$ cat config.mk
export PLATFORM = sky130hd
export DESIGN_NAME = exc_vector_unit
export DESIGN_NICKNAME = d
export VERILOG_FILES = /design/src/rtl/evu_pkg.sv /design/src/rtl/evu_base_reg.sv /design/src/rtl/evu_vector_calc.sv /design/src/rtl/evu_exc_latch.sv /design/src/rtl/exc_vector_unit.sv
export SDC_FILE = /design/constraint.sdc
export NUM_CORES = 1
export LEC_CHECK = 0
export ABC_AREA = 1
export BUFFER_PORTS_ARGS = -buffer_cell sky130_fd_sc_hd__buf_2
export CAP_MARGIN = 20
export CORE_ASPECT_RATIO = 1.25
export CORE_MARGIN = 8
export CORE_UTILIZATION = 35
export DETAILED_ROUTE_END_ITERATION = 8
export PLACE_DENSITY_LB_ADDON = 0.25
export SLEW_MARGIN = 40
export SYNTH_ARGS = -nofsm -noshare
export SYNTH_HDL_FRONTEND = slang
export SYNTH_SLANG_ARGS = --single-unit
$ cat constraint.sdc
create_clock -name clk -period 1.6 [get_ports clk]
set_input_delay 0.32 -clock clk [delete_from_list [all_inputs] [get_ports clk]]
set_output_delay 0.32 -clock clk [all_outputs]
set_load 0.03 [all_outputs]
$ cat src/rtl/evu_pkg.sv
package evu_pkg;
  localparam int WORD_W = 32;
  typedef logic [WORD_W-1:0] word_t;

  // Mask of bits below position n
  function automatic word_t low_mask(int n);
    return (word_t'(1) << n) - word_t'(1);
  endfunction

  // New register value after a write; keep-mask chosen by the gate
  function automatic word_t gated_merge(word_t cur, word_t wv, logic gate_open,
                                        int gate_bit, int prot_hi);
    word_t keep;
    word_t top_keep;
    top_keep = ~(word_t'('1) >> prot_hi);
    keep     = gate_open ? low_mask(gate_bit) : (low_mask(gate_bit) | top_keep);
    return (cur & keep) | (wv & ~keep);
  endfunction

  // Base with the page-offset bits cleared
  function automatic word_t page_base(word_t b, int page_bits);
    return b & ~low_mask(page_bits);
  endfunction

  // Page bits of the base placed inside a fixed uncached window
  function automatic word_t alias_base(word_t b, word_t win, int page_bits, int win_bits);
    return win | (b & low_mask(win_bits) & ~low_mask(page_bits));
  endfunction
endpackage

$ cat src/rtl/evu_base_reg.sv
module evu_base_reg
  import evu_pkg::*;
#(
  parameter int    GATE_BIT   = 11,
  parameter int    PROT_HI    = 2,
  parameter word_t RESET_BASE = 32'h8000_0000
) (
  input  logic  clk,
  input  logic  rst_n,
  input  logic  wr_en,
  input  word_t wr_data,
  input  logic  gate_support,
  output word_t base_q,
  output logic  gate_open
);
  // Gate comes from the incoming word only
  assign gate_open = gate_support & wr_data[GATE_BIT];

  always_ff @(posedge clk) begin
    if (!rst_n) begin
      base_q <= RESET_BASE;
    end else if (wr_en) begin
      base_q <= gated_merge(base_q, wr_data, gate_open, GATE_BIT, PROT_HI);
    end
  end
endmodule

$ cat src/rtl/evu_vector_calc.sv
module evu_vector_calc
  import evu_pkg::*;
#(
  parameter int    PAGE_BITS  = 12,
  parameter int    WIN_BITS   = 29,
  parameter word_t BOOT_BASE  = 32'hBFC0_0000,
  parameter word_t BOOT_EXTRA = 32'h0000_0200,
  parameter word_t UNC_WIN    = 32'hA000_0000,
  parameter word_t GEN_OFS    = 32'h0000_0180,
  parameter word_t CERR_OFS   = 32'h0000_0100
) (
  input  word_t base,
  input  logic  boot_sel,
  input  logic  keep_cached,
  input  logic  cache_err,
  output word_t target,
  output logic  take_uncached
);
  localparam word_t BOOT_VEC = BOOT_BASE + BOOT_EXTRA;

  word_t sel_base;
  word_t ofs;

  assign take_uncached = cache_err & ~keep_cached & ~boot_sel;
  assign ofs           = cache_err ? CERR_OFS : GEN_OFS;

  always_comb begin
    if (boot_sel)           sel_base = BOOT_VEC;
    else if (take_uncached) sel_base = alias_base(base, UNC_WIN, PAGE_BITS, WIN_BITS);
    else                    sel_base = page_base(base, PAGE_BITS);
  end

  assign target = sel_base + ofs;
endmodule

$ cat src/rtl/evu_exc_latch.sv
module evu_exc_latch
  import evu_pkg::*;
#(
  parameter int CODE_W    = 5,
  parameter int CERR_CODE = 30
) (
  input  logic              clk,
  input  logic              rst_n,
  input  logic              req,
  input  logic              exl,
  input  logic              cache_err,
  input  logic [CODE_W-1:0] code_in,
  input  word_t             target,
  input  word_t             fault_pc,
  output word_t             handler_pc,
  output word_t             epc,
  output logic [CODE_W-1:0] code_out,
  output logic              epc_load
);
  localparam logic [CODE_W-1:0] CERR_VAL = CODE_W'(CERR_CODE);

  assign epc_load = req & ~exl;

  always_ff @(posedge clk) begin
    if (!rst_n) begin
      handler_pc <= '0;
      epc        <= '0;
      code_out   <= '0;
    end else begin
      if (req) begin
        handler_pc <= target;
        code_out   <= cache_err ? CERR_VAL : code_in;
      end
      if (epc_load) epc <= fault_pc;
    end
  end
endmodule

$ cat src/rtl/exc_vector_unit.sv
module exc_vector_unit
  import evu_pkg::*;
#(
  parameter int    CODE_W     = 5,
  parameter int    GATE_BIT   = 11,
  parameter int    PROT_HI    = 2,
  parameter int    PAGE_BITS  = 12,
  parameter int    WIN_BITS   = 29,
  parameter int    CERR_CODE  = 30,
  parameter word_t RESET_BASE = 32'h8000_0000,
  parameter word_t BOOT_BASE  = 32'hBFC0_0000,
  parameter word_t BOOT_EXTRA = 32'h0000_0200,
  parameter word_t UNC_WIN    = 32'hA000_0000,
  parameter word_t GEN_OFS    = 32'h0000_0180,
  parameter word_t CERR_OFS   = 32'h0000_0100
) (
  input  logic                clk,
  input  logic                rst_n,
  input  logic                wr_en,
  input  logic [WORD_W-1:0]   wr_data,
  input  logic                gate_support,
  output logic [WORD_W-1:0]   rd_data,
  input  logic                boot_vec_sel,
  input  logic                keep_cached,
  input  logic                exc_level,
  input  logic                exc_req,
  input  logic [CODE_W-1:0]   exc_code,
  input  logic                cache_err,
  input  logic [WORD_W-1:0]   fault_pc,
  output logic [WORD_W-1:0]   handler_pc,
  output logic [WORD_W-1:0]   epc,
  output logic [CODE_W-1:0]   cause_code
);
  // Named internal events, visible to the checker
  word_t base_w;
  word_t target_w;
  logic  gate_open_w;
  logic  take_uncached_w;
  logic  epc_load_w;

  evu_base_reg #(
    .GATE_BIT(GATE_BIT), .PROT_HI(PROT_HI), .RESET_BASE(RESET_BASE)
  ) u_base (
    .clk(clk), .rst_n(rst_n), .wr_en(wr_en), .wr_data(wr_data),
    .gate_support(gate_support), .base_q(base_w), .gate_open(gate_open_w)
  );

  evu_vector_calc #(
    .PAGE_BITS(PAGE_BITS), .WIN_BITS(WIN_BITS), .BOOT_BASE(BOOT_BASE),
    .BOOT_EXTRA(BOOT_EXTRA), .UNC_WIN(UNC_WIN), .GEN_OFS(GEN_OFS), .CERR_OFS(CERR_OFS)
  ) u_vec (
    .base(base_w), .boot_sel(boot_vec_sel), .keep_cached(keep_cached),
    .cache_err(cache_err), .target(target_w), .take_uncached(take_uncached_w)
  );

  evu_exc_latch #(
    .CODE_W(CODE_W), .CERR_CODE(CERR_CODE)
  ) u_latch (
    .clk(clk), .rst_n(rst_n), .req(exc_req), .exl(exc_level), .cache_err(cache_err),
    .code_in(exc_code), .target(target_w), .fault_pc(fault_pc),
    .handler_pc(handler_pc), .epc(epc), .code_out(cause_code), .epc_load(epc_load_w)
  );

  assign rd_data = base_w;
endmodule

==> results.sh, run 1 <==
export IMPL_synth_top_cell_area_share=0.535
export IMPL_tritoncts="done"
export IMPL_finish_cell_count_without_fillers=617
export IMPL_worst_endpoint_arrival_ps=930
export IMPL_synth_warnings=0
export IMPL_floorplan_rows=38
export IMPL_post_drt_wl_per_cell_um=13.9
export IMPL_yosysUniqueCellTypes=18
export IMPL_slowest_delay_ps=370
export IMPL_crit_path_max_fanout=3
export IMPL_cts_htree_levels=3
export IMPL_n_antenna_cell=0
export IMPL_cts_hold_buffers_added=0
export IMPL_dp_slack_ps=322
export IMPL_critical_path_cell_chain="buf_2"
export IMPL_die_width_um=99.2
export IMPL_ffs_latches_synth=81
export IMPL_synth_largest_area_cell="sky130_fd_sc_hd__dfxtp_1"
export IMPL_rsz_0062_raised_after_global_routing="false"
export IMPL_worst_path_buf_inv=1
export IMPL_leakagePower_nw=1.97
export IMPL_timing_hold_worst_class="primary input to register"
export IMPL_flow_area_growth_from_synthesis_pct=29.9
export IMPL_mostFrequentLayoutCells="sky130_fd_sc_hd__buf_2 (147), sky130_fd_sc_hd__nor2_1 (96), sky130_fd_sc_hd__dfxtp_1 (81)"
export IMPL_finalWorstPathRequiredPeriod_ps=1250
export IMPL_synth_cell_area_um2=3030
export IMPL_grt_first_pass_wirelength_mm=13.8
export IMPL_drcViolationCount=0
export IMPL_antenna_violating_nets_post_route=0
export IMPL_timing_final_crit_share=0.783
export IMPL_maxSlewHeadroom=0.643
export IMPL_worstSkewPairLatency_ps=340
export IMPL_drive_gt1_frac=0.335
export IMPL_place_port_buffers=147
export IMPL_cts_root_to_sink_buffers=2
export IMPL_worst_case_clock_skew_ps=8.12
export IMPL_finalWeightedCongestion=0.770
export IMPL_antenna_found_initial=0
export IMPL_grt_start_max_net_pins=39
export IMPL_grt_use_total=0.144
export IMPL_rrSetupSlack_ps=920
export IMPL_critical_path_endpoint_type="output pin"
export IMPL_cts_made_buffers=9
export IMPL_place_detailed_instances=601
export IMPL_achievable_frequency_mhz=798
export IMPL_via_count_of_the_first_global_routing_pass=2782
export IMPL_clock_sink_count=81
export IMPL_synthTopCellsByArea="sky130_fd_sc_hd__dfxtp_1 (54%), sky130_fd_sc_hd__nor2_1 (12%), sky130_fd_sc_hd__o21ai_0 (9.1%), sky130_fd_sc_hd__a21oi_1 (5.3%), sky130_fd_sc_hd__buf_4 (5.2%)"
export IMPL_synth_seq_area_share=0.535
export IMPL_floorplan_io_pins=179
export IMPL_setup_viol=0
export IMPL_worst_ir_drop_vdd_mv=0.587
export IMPL_cells_after_synthesis=371
export IMPL_multiInputGateArea_um2=1100
export IMPL_cts_repair_resized=0
export IMPL_max_slew_worst_pin_slew_ps=536
export IMPL_timing_worst_setup_path_type="register to output pin"
export IMPL_areal_power_density_over_the_cells_nw_per_um2=1190
export IMPL_max_cap_violations=0
export IMPL_worst_path_dominant_cell_family="flip-flops"
export IMPL_post_cts_repair_setup_buffers=0
export IMPL_outcome="finished, final reports clean"
export IMPL_start_util=0.354
export IMPL_final_max_slew_violation_count=0
export IMPL_worst_endpoint_required_ps=1280
export IMPL_routed_via_density=4.50
export IMPL_overflow=0
export IMPL_postSynthAreaPerCell_um2=8.17
export IMPL_critPathLaunchType="register"
export IMPL_wire_length_after_detailed_routing_mm=8.55
export IMPL_final_nets=590
export IMPL_layout_commonest_cell="sky130_fd_sc_hd__buf_2"
export IMPL_critPathSlowestCell="sky130_fd_sc_hd__dfxtp_1"
export IMPL_drt_pre_antenna_iters=4
export IMPL_design_die_area_um2=11900
export IMPL_clock_tree_root_cell="sky130_fd_sc_hd__clkbuf_8"
export IMPL_fill_cell_count=897
export IMPL_setup_tns_ps=0
export IMPL_report_final_hold_viol_count=0
export IMPL_clk_pin_slew_ps=80
export IMPL_sequential_cell_area_um2=1620
export IMPL_drtIter0Drc=98
export IMPL_die_h_um=120
export IMPL_hpwl_mm=6.54
export IMPL_total_vias_in_the_final_route=2775
export IMPL_fin_worst_hold_slack_ps=182
export IMPL_fin_ws_ps=347
export IMPL_floorplan_core_area_um2=8560
[cell type report]
cell class | instances | area share
clock inverter | 5 | 0.0197
clock buffer | 11 | 0.0385
tap | 100 | 0.0318
inverter | 18 | 0.0184
timing repair buffer | 152 | 0.200
multi-input combinational | 250 | 0.280
sequential | 81 | 0.412
[cell usage after synthesis]
master                     count
sky130_fd_sc_hd__nand3_1       4
sky130_fd_sc_hd__buf_2        11
sky130_fd_sc_hd__nand2_1      30
sky130_fd_sc_hd__inv_2         2
sky130_fd_sc_hd__a21oi_1      32
sky130_fd_sc_hd__dfxtp_1      81
sky130_fd_sc_hd__inv_1        15
sky130_fd_sc_hd__inv_6         1
sky130_fd_sc_hd__nand4_1       2
sky130_fd_sc_hd__buf_6         8
sky130_fd_sc_hd__nor2_8        1
sky130_fd_sc_hd__nand2_8       1
sky130_fd_sc_hd__o21ai_1       9
sky130_fd_sc_hd__clkbuf_1      1
sky130_fd_sc_hd__conb_1        1
sky130_fd_sc_hd__nor2_1       96
sky130_fd_sc_hd__buf_4        21
sky130_fd_sc_hd__o21ai_0      55
[power breakdown]
| part | internal [mW] | leakage (nW) | switching (mW) |
|---|---|---|---|
| clock | 0.959 | 0.115 | 0.707 |
| combinational | 0.234 | 1.18 | 0.578 |
| sequential | 2.14 | 0.669 | 0.0595 |
| total | 3.33 | 1.97 | 1.34 |
[kinds of logic (layout without fill, tap and decap cells)]
| kind of cell | after synthesis | count (layout) | synth area share |
|---|---|---|---|
| buf+inv | 59 | 186 | 0.125 |
| compound gates | 96 | 96 | 0.159 |
| other cells | 1 | 20 | 0.00124 |
| simple gates | 134 | 134 | 0.180 |
| flops | 81 | 81 | 0.535 |
[per-stage QoR]
| stage | cell area, um^2 | total power, mW | utilization |
|---|---|---|---|
| final | 3940 | 4.68 | 0.460 |
| after global placement | 3710 | 3.06 | 0.433 |
| after floorplan | 3100 | 2.84 | - |
| after detailed placement | 3710 | 3.07 | 0.433 |
| after global routing | 3940 | 4.93 | 0.460 |
| after CTS | 3940 | 4.76 | 0.460 |
[worst paths after layout]
| path | start | end | cells after the start |
|---|---|---|---|
| worst max-delay path | u_base.base_q[18] | rd_data[18] | 1 |
| worst min-delay path | exc_code[4] | u_latch.code_out[4] | 3 |
| worst max register to register | u_base.base_q[18] | u_base.base_q[18] | 2 |
| worst min register to register | u_latch.handler_pc[20] | u_latch.handler_pc[20] | 2 |
[state kept, by name, indices dropped and copies added, names as in the netlist, named ones only]
signal / count
u_latch.epc: 32
u_latch.handler_pc: 23
u_base.base_q: 19
u_latch.code_out: 5
[per-layer routing]
layer	up-vias	part of all wire	wire, um	track usage
met1	1231	0.39	3360	0.147
met5	-	0	0	0
met4	0	0.012	100	0.0588
met2	101	0.49	4190	0.243
li1	1435	-	-	-
met3	8	0.10	893	0.0730
Note: power is estimated with default switching activity, not from simulation.
==> run 2, diff against run 1 <==
==> constraint.sdc (replaced) <==
create_clock -name clk -period 1.2 [get_ports clk]
set_input_delay 0.24 -clock clk [delete_from_list [all_inputs] [get_ports clk]]
set_output_delay 0.24 -clock clk [all_outputs]
set_load 0.03 [all_outputs]
==> run 2 against run 1 <==
Against the previous run:
- critical path type unchanged
- final cell count is 0.49% higher
- critical path depth stayed put
- via count is 2.4% higher
- clock-buffer cell count is 2 lower
- sequential share of layout area is 0.82 points lower
- setup slack worse by 310 ps
- register-to-register slack worse by 380 ps
- combinational power is 37% higher
- first-iteration DRC count is 12% lower
==> results.sh, run 2 (synthesized netlist as in run 1, its figures left out) <==
export IMPL_drcViolationCount=0
export IMPL_clk_pin_slew_ps=80
export IMPL_antenna_violating_nets_post_route=0
export IMPL_crit_path_max_fanout=2
export IMPL_final_max_slew_violation_count=0
export IMPL_start_util=0.354
export IMPL_n_antenna_cell=0
export IMPL_floorplan_rows=38
export IMPL_hold_path_depth=3
export IMPL_grt_first_pass_wirelength_mm=13.5
export IMPL_mostFrequentLayoutCells="sky130_fd_sc_hd__buf_2 (128), sky130_fd_sc_hd__nor2_1 (96), sky130_fd_sc_hd__dfxtp_1 (79)"
export IMPL_drtIter0Drc=86
export IMPL_worst_case_clock_skew_ps=0.607
export IMPL_cts_htree_levels=3
export IMPL_top_register="u_latch.epc"
export IMPL_finalWeightedCongestion=0.761
export IMPL_final_nets=593
export IMPL_finalWorstPathRequiredPeriod_ps=1160
export IMPL_critical_path_cell_chain="buf_2"
export IMPL_critPathSlowestCell="sky130_fd_sc_hd__dfxtp_1"
export IMPL_clock_sink_count=81
export IMPL_grt_start_max_net_pins=34
export IMPL_layout_commonest_cell="sky130_fd_sc_hd__buf_2"
export IMPL_via_count_of_the_first_global_routing_pass=2763
export IMPL_post_layout_total_power_mw=6.41
export IMPL_r2r_start="u_latch.handler_pc[24]"
export IMPL_drive_gt1_frac=0.342
export IMPL_place_port_buffers=147
export IMPL_report_final_hold_viol_count=0
export IMPL_post_cts_repair_setup_buffers=0
export IMPL_rrSetupSlack_ps=540
export IMPL_floorplan_core_area_um2=8560
export IMPL_critical_path_endpoint_type="output pin"
export IMPL_worst_endpoint_required_ps=960
export IMPL_setup_tns_ps=0
export IMPL_hpwl_mm=6.45
export IMPL_placed_cell_area_um2=3730
export IMPL_routed_via_density=4.58
export IMPL_die_h_um=120
export IMPL_tritoncts="done"
export IMPL_cp_depth=1
export IMPL_drt_pre_antenna_iters=4
export IMPL_critPathLaunchType="register"
export IMPL_areal_power_density_over_the_cells_nw_per_um2=1590
export IMPL_setup_viol=0
export IMPL_postLayoutCellArea_um2=4020
export IMPL_rsz_0062_raised_after_global_routing="false"
export IMPL_worst_endpoint_arrival_ps=920
export IMPL_antenna_found_initial=0
export IMPL_timing_hold_worst_class="primary input to register"
export IMPL_worstReg2RegEnd="u_latch.handler_pc[24]"
export IMPL_overflow=0
export IMPL_leakagePower_nw=1.99
export IMPL_worst_path_dominant_cell_family="flip-flops"
export IMPL_cts_root_to_sink_buffers=2
export IMPL_die_width_um=99.2
export IMPL_post_drt_wl_per_cell_um=13.7
export IMPL_critPathLaunch="u_base.base_q[25]"
export IMPL_design_die_area_um2=11900
export IMPL_cts_hold_buffers_added=0
export IMPL_worst_path_buf_inv=1
export IMPL_fill_cell_count=872
export IMPL_worstSkewPairLatency_ps=350
export IMPL_floorplan_io_pins=179
export IMPL_outcome="finished, final reports clean"
export IMPL_fin_ws_ps=35.7
export IMPL_timing_worst_setup_path_type="register to output pin"
export IMPL_worst_ir_drop_vdd_mv=0.800
export IMPL_timing_final_crit_share=0.970
export IMPL_hold_path_end="u_latch.code_out[3]"
export IMPL_dp_slack_ps=27.0
export IMPL_hp_start="exc_code[3]"
export IMPL_grt_use_total=0.142
export IMPL_slowest_delay_ps=360
export IMPL_clock_tree_root_cell="sky130_fd_sc_hd__clkbuf_8"
export IMPL_largest_reg_flops=32
export IMPL_wire_length_after_detailed_routing_mm=8.52
export IMPL_max_cap_violations=0
export IMPL_flow_area_growth_from_synthesis_pct=32.7
export IMPL_achievable_frequency_mhz=859
export IMPL_total_vias_in_the_final_route=2842
export IMPL_biggestRegsByFlops="u_latch.epc (32), u_latch.handler_pc (23), u_base.base_q (19)"
export IMPL_cts_made_buffers=9
export IMPL_worst_r2r_path_depth=2
-- run 2: changes by cell type in the layout (fill, tap and decap cells not counted) --
cell                         previous run  this run
sky130_fd_sc_hd__clkinv_4               0         1
sky130_fd_sc_hd__clkinvlp_4             1         2
sky130_fd_sc_hd__buf_2                147       128
sky130_fd_sc_hd__buf_4                  4        21
sky130_fd_sc_hd__clkbuf_4               0         5
sky130_fd_sc_hd__bufinv_16              2         3
sky130_fd_sc_hd__dfxtp_2                0         2
sky130_fd_sc_hd__dfxtp_1               81        79
sky130_fd_sc_hd__clkbuf_8              11         9
sky130_fd_sc_hd__clkinv_2               2         1
-- run 2: report_power, final --
group	switching, mW	total [mW]	internal (mW)
Combinational	0.767	1.11	0.340
Clock	0.984	2.36	1.38
Sequential	0.0860	2.94	2.86
Total	1.84	6.41	4.58
-- run 2: final cells by class --
| class | instances | area [um^2] | share of cell area |
|---|---|---|---|
| clock buffers | 9 | 124 | 0.0308 |
| clock inverters | 7 | 119 | 0.0296 |
| inverters | 18 | 72.6 | 0.0180 |
| multi-input cells | 250 | 1100 | 0.274 |
| flip-flops and latches | 81 | 1620 | 0.404 |
| well taps | 100 | 125 | 0.0311 |
| repair buffers | 155 | 856 | 0.213 |
-- run 2: what timing repair did --
item,4_1_cts,5_1_grt
resized for setup,2,31
hold endpoints to repair,0,0
pin swaps,0,0
endpoints found under the setup margin,2,17
-- run 2: how the worst max path moves through the flow --
| stage | to | slack, ps |
|---|---|---|
| final | rd_data[25] | 40 |
| after global routing | epc[26] | 0.6 |
| after CTS | rd_data[31] | 4 |
| after detailed placement | u_latch.epc[6] | 30 |
| after global placement | u_latch.epc[16] | 50 |
| after floorplan | u_latch.epc[11] | 330 |
-- run 2: per-stage QoR --
step	hold WS, ps	cells	utilization
floorplan	361	390	-
global placement	449	604	0.436
detailed placement	454	604	0.436
CTS	81.2	620	0.465
global route	76.3	620	0.470
finish	98.5	620	0.470
-- run 2: layer usage --
layer,track usage,share of wire,vias to the layer above
met2,0.238,0.49,118
met3,0.0713,0.11,14
met5,0,0,-
met1,0.145,0.39,1274
met4,0.0645,0.019,0
li1,-,-,1436
==> run 3, diff against run 2 <==
--- a/config.mk
+++ b/config.mk
@@ -5,7 +5,6 @@
 export SDC_FILE = /design/constraint.sdc
 export NUM_CORES = 1
 export LEC_CHECK = 0
-export ABC_AREA = 1
 export BUFFER_PORTS_ARGS = -buffer_cell sky130_fd_sc_hd__buf_2
 export CAP_MARGIN = 20
 export CORE_ASPECT_RATIO = 1.25
==> run 3 against run 2 <==
Against the previous run:
- worst hold slack gained 9.1 ps
- non-clock buffer count grew 2
- critical path depth is the same
- largest cell class unchanged
- highest routed layer unchanged
==> results.sh, run 3 <==
export IMPL_synth_cell_area_um2=3160
export IMPL_antenna_violating_nets_post_route=0
export IMPL_cts_hold_buffers_added=0
export IMPL_synth_compound_gate_area_share=0.151
export IMPL_drive_gt1_frac=0.388
export IMPL_cells_after_synthesis=324
export IMPL_total_vias_in_the_final_route=2620
export IMPL_drcViolationCount=0
export IMPL_synth_seq_area_share=0.514
export IMPL_post_synth_top_count_cell="sky130_fd_sc_hd__dfxtp_1"
export IMPL_finalWeightedCongestion=0.713
export IMPL_synth_cells_most_frequent="sky130_fd_sc_hd__dfxtp_1 (81), sky130_fd_sc_hd__nand2_1 (68), sky130_fd_sc_hd__nor2b_1 (41), sky130_fd_sc_hd__a21boi_1 (31), sky130_fd_sc_hd__buf_4 (24)"
export IMPL_layout_commonest_cell="sky130_fd_sc_hd__buf_2"
export IMPL_synth_simple_gate_area_share=0.178
export IMPL_synth_main_ff_cell="sky130_fd_sc_hd__dfxtp_1"
export IMPL_cts_root_to_sink_buffers=2
export IMPL_synth_warnings=0
export IMPL_place_detailed_instances=578
export IMPL_grt_start_max_net_pins=54
export IMPL_top_register="u_latch.epc"
export IMPL_timing_final_crit_share=0.964
export IMPL_die_h_um=122
export IMPL_clk_pin_slew_ps=80
export IMPL_grt_first_pass_wirelength_mm=12.9
export IMPL_max_cap_violations=0
export IMPL_place_port_buffers=147
export IMPL_clock_tree_root_cell="sky130_fd_sc_hd__clkbuf_8"
export IMPL_timing_worst_setup_path_type="register to output pin"
export IMPL_antenna_found_initial=0
export IMPL_achievable_frequency_mhz=865
export IMPL_worst_path_dominant_cell_family="flip-flops"
export IMPL_setup_viol=0
export IMPL_start_util=0.361
export IMPL_critPathSlowestCell="sky130_fd_sc_hd__dfxtp_1"
export IMPL_worstSkewPairLatency_ps=350
export IMPL_areal_power_density_over_the_cells_nw_per_um2=1480
export IMPL_finalWorstPathRequiredPeriod_ps=1160
export IMPL_largest_reg_flops=32
export IMPL_cts_made_buffers=9
export IMPL_floorplan_rows=38
export IMPL_drtIter0Drc=77
export IMPL_ffs_latches_synth=81
export IMPL_worst_case_clock_skew_ps=4.41
export IMPL_synth_edff_count=0
export IMPL_synth_mux_area_frac=0.0666
export IMPL_outcome="finished, final reports clean"
export IMPL_final_max_slew_violation_count=0
export IMPL_floorplan_io_pins=179
export IMPL_post_cts_repair_setup_buffers=0
export IMPL_worst_endpoint_arrival_ps=920
export IMPL_finish_cell_count_without_fillers=594
export IMPL_layout_core_utilization=0.483
export IMPL_fin_worst_hold_slack_ps=108
export IMPL_crit_path_max_fanout=3
export IMPL_worst_ir_drop_vdd_mv=0.623
export IMPL_grt_use_total=0.132
export IMPL_final_nets=547
export IMPL_postSynthAreaPerCell_um2=9.74
export IMPL_clock_sink_count=81
export IMPL_leakagePower_nw=2.04
export IMPL_flow_area_growth_from_synthesis_pct=33.8
export IMPL_synth_top_cell_area_share=0.514
export IMPL_mostFrequentLayoutCells="sky130_fd_sc_hd__buf_2 (130), sky130_fd_sc_hd__dfxtp_1 (81), sky130_fd_sc_hd__nand2_1 (68)"
export IMPL_postSynth_asyncResetShare=0
export IMPL_critical_path_endpoint_type="output pin"
export IMPL_via_count_of_the_first_global_routing_pass=2663
export IMPL_hpwl_mm=6.26
export IMPL_overflow=0
export IMPL_tritoncts="done"
export IMPL_synth_top_family_by_area="simple AND/OR/NAND/NOR gates"
export IMPL_setup_tns_ps=0
export IMPL_synth_xor_area_share=0
export IMPL_rsz_0062_raised_after_global_routing="false"
export IMPL_timing_hold_worst_class="primary input to register"
export IMPL_routed_via_density=4.41
export IMPL_floorplan_core_area_um2=8750
export IMPL_worst_path_buf_inv=1
export IMPL_report_final_hold_viol_count=0
export IMPL_die_width_um=101
export IMPL_critPathLaunchType="register"
export IMPL_synthTopCellsByArea="sky130_fd_sc_hd__dfxtp_1 (51%), sky130_fd_sc_hd__nor2b_1 (8.1%), sky130_fd_sc_hd__nand2_1 (8.1%), sky130_fd_sc_hd__a21boi_1 (7.4%), sky130_fd_sc_hd__mux2i_1 (6.7%)"
export IMPL_design_die_area_um2=12300
export IMPL_biggestRegsByFlops="u_latch.epc (32), u_latch.handler_pc (23), u_base.base_q (19)"
export IMPL_worst_endpoint_required_ps=960
export IMPL_cts_htree_levels=3
export IMPL_fin_ws_ps=43.5
export IMPL_synth_fa_ha_area_frac=0
export IMPL_n_antenna_cell=0
export IMPL_wire_length_after_detailed_routing_mm=8.28
export IMPL_critical_path_cell_chain="clkbuf_4"
export IMPL_yosysUniqueCellTypes=22
export IMPL_drt_pre_antenna_iters=4
export IMPL_synth_largest_area_cell="sky130_fd_sc_hd__dfxtp_1"
export IMPL_dp_slack_ps=75.0
export IMPL_slowest_delay_ps=360
export IMPL_post_drt_wl_per_cell_um=13.9
==> run 3: cell type report <==
type	instances	area, um^2
Multi-Input combinational cell	219	1320
Tap cell	120	150
Timing Repair Buffer	157	891
Clock inverter	5	104
Sequential cell	81	1620
Inverter	1	3.75
Fill cell	886	4520
Clock buffer	11	131
==> run 3: kinds of logic (layout without fill, tap and decap cells) <==
group | count (synthesis) | in the layout
other | 1 | 20
DFF | 81 | 81
and+or+nand+nor | 117 | 117
buffers and inverters | 43 | 174
muxes | 21 | 21
AOI/OAI and AO/OA | 61 | 61
==> run 3: layer usage <==
| layer | track usage | wire [um] | vias to the layer above |
|---|---|---|---|
| li1 | - | - | 1325 |
| met1 | 0.150 | 3530 | 1176 |
| met2 | 0.209 | 3700 | 113 |
| met3 | 0.0674 | 962 | 6 |
| met4 | 0.0448 | 89 | 0 |
| met5 | 0 | 0 | - |
==> run 3: where the power goes <==
part           total (mW)  internal (mW)  switching (mW)
sequential           2.90           2.82          0.0718
combinational       0.997          0.364           0.633
clock                2.35           1.38           0.967
==> run 3: worst paths after layout <==
kind,startpoint,to,slack (ps),depth (start not counted)
worst min-delay path,wr_data[30],register,110,3
worst max-delay path,u_base.base_q[27],rd_data[27],40,1
worst max register to register,u_latch.handler_pc[20],u_latch.handler_pc[20],480,3
worst min register to register,u_latch.epc[2],u_latch.epc[2],450,2
==> run 3: timing repair <==
item                                    in CTS  in global routing
cloned                                       0                  0
endpoints found under the setup margin       1                 16
gates resized for setup                      1                 24
==> run 3: through the flow <==
step                      area, um^2  power (mW)
after floorplan                 3230        3.67
after global placement          3950        3.94
after detailed placement        3950        3.95
after CTS                       4190        6.32
after global routing            4230        6.53
final                           4230        6.24
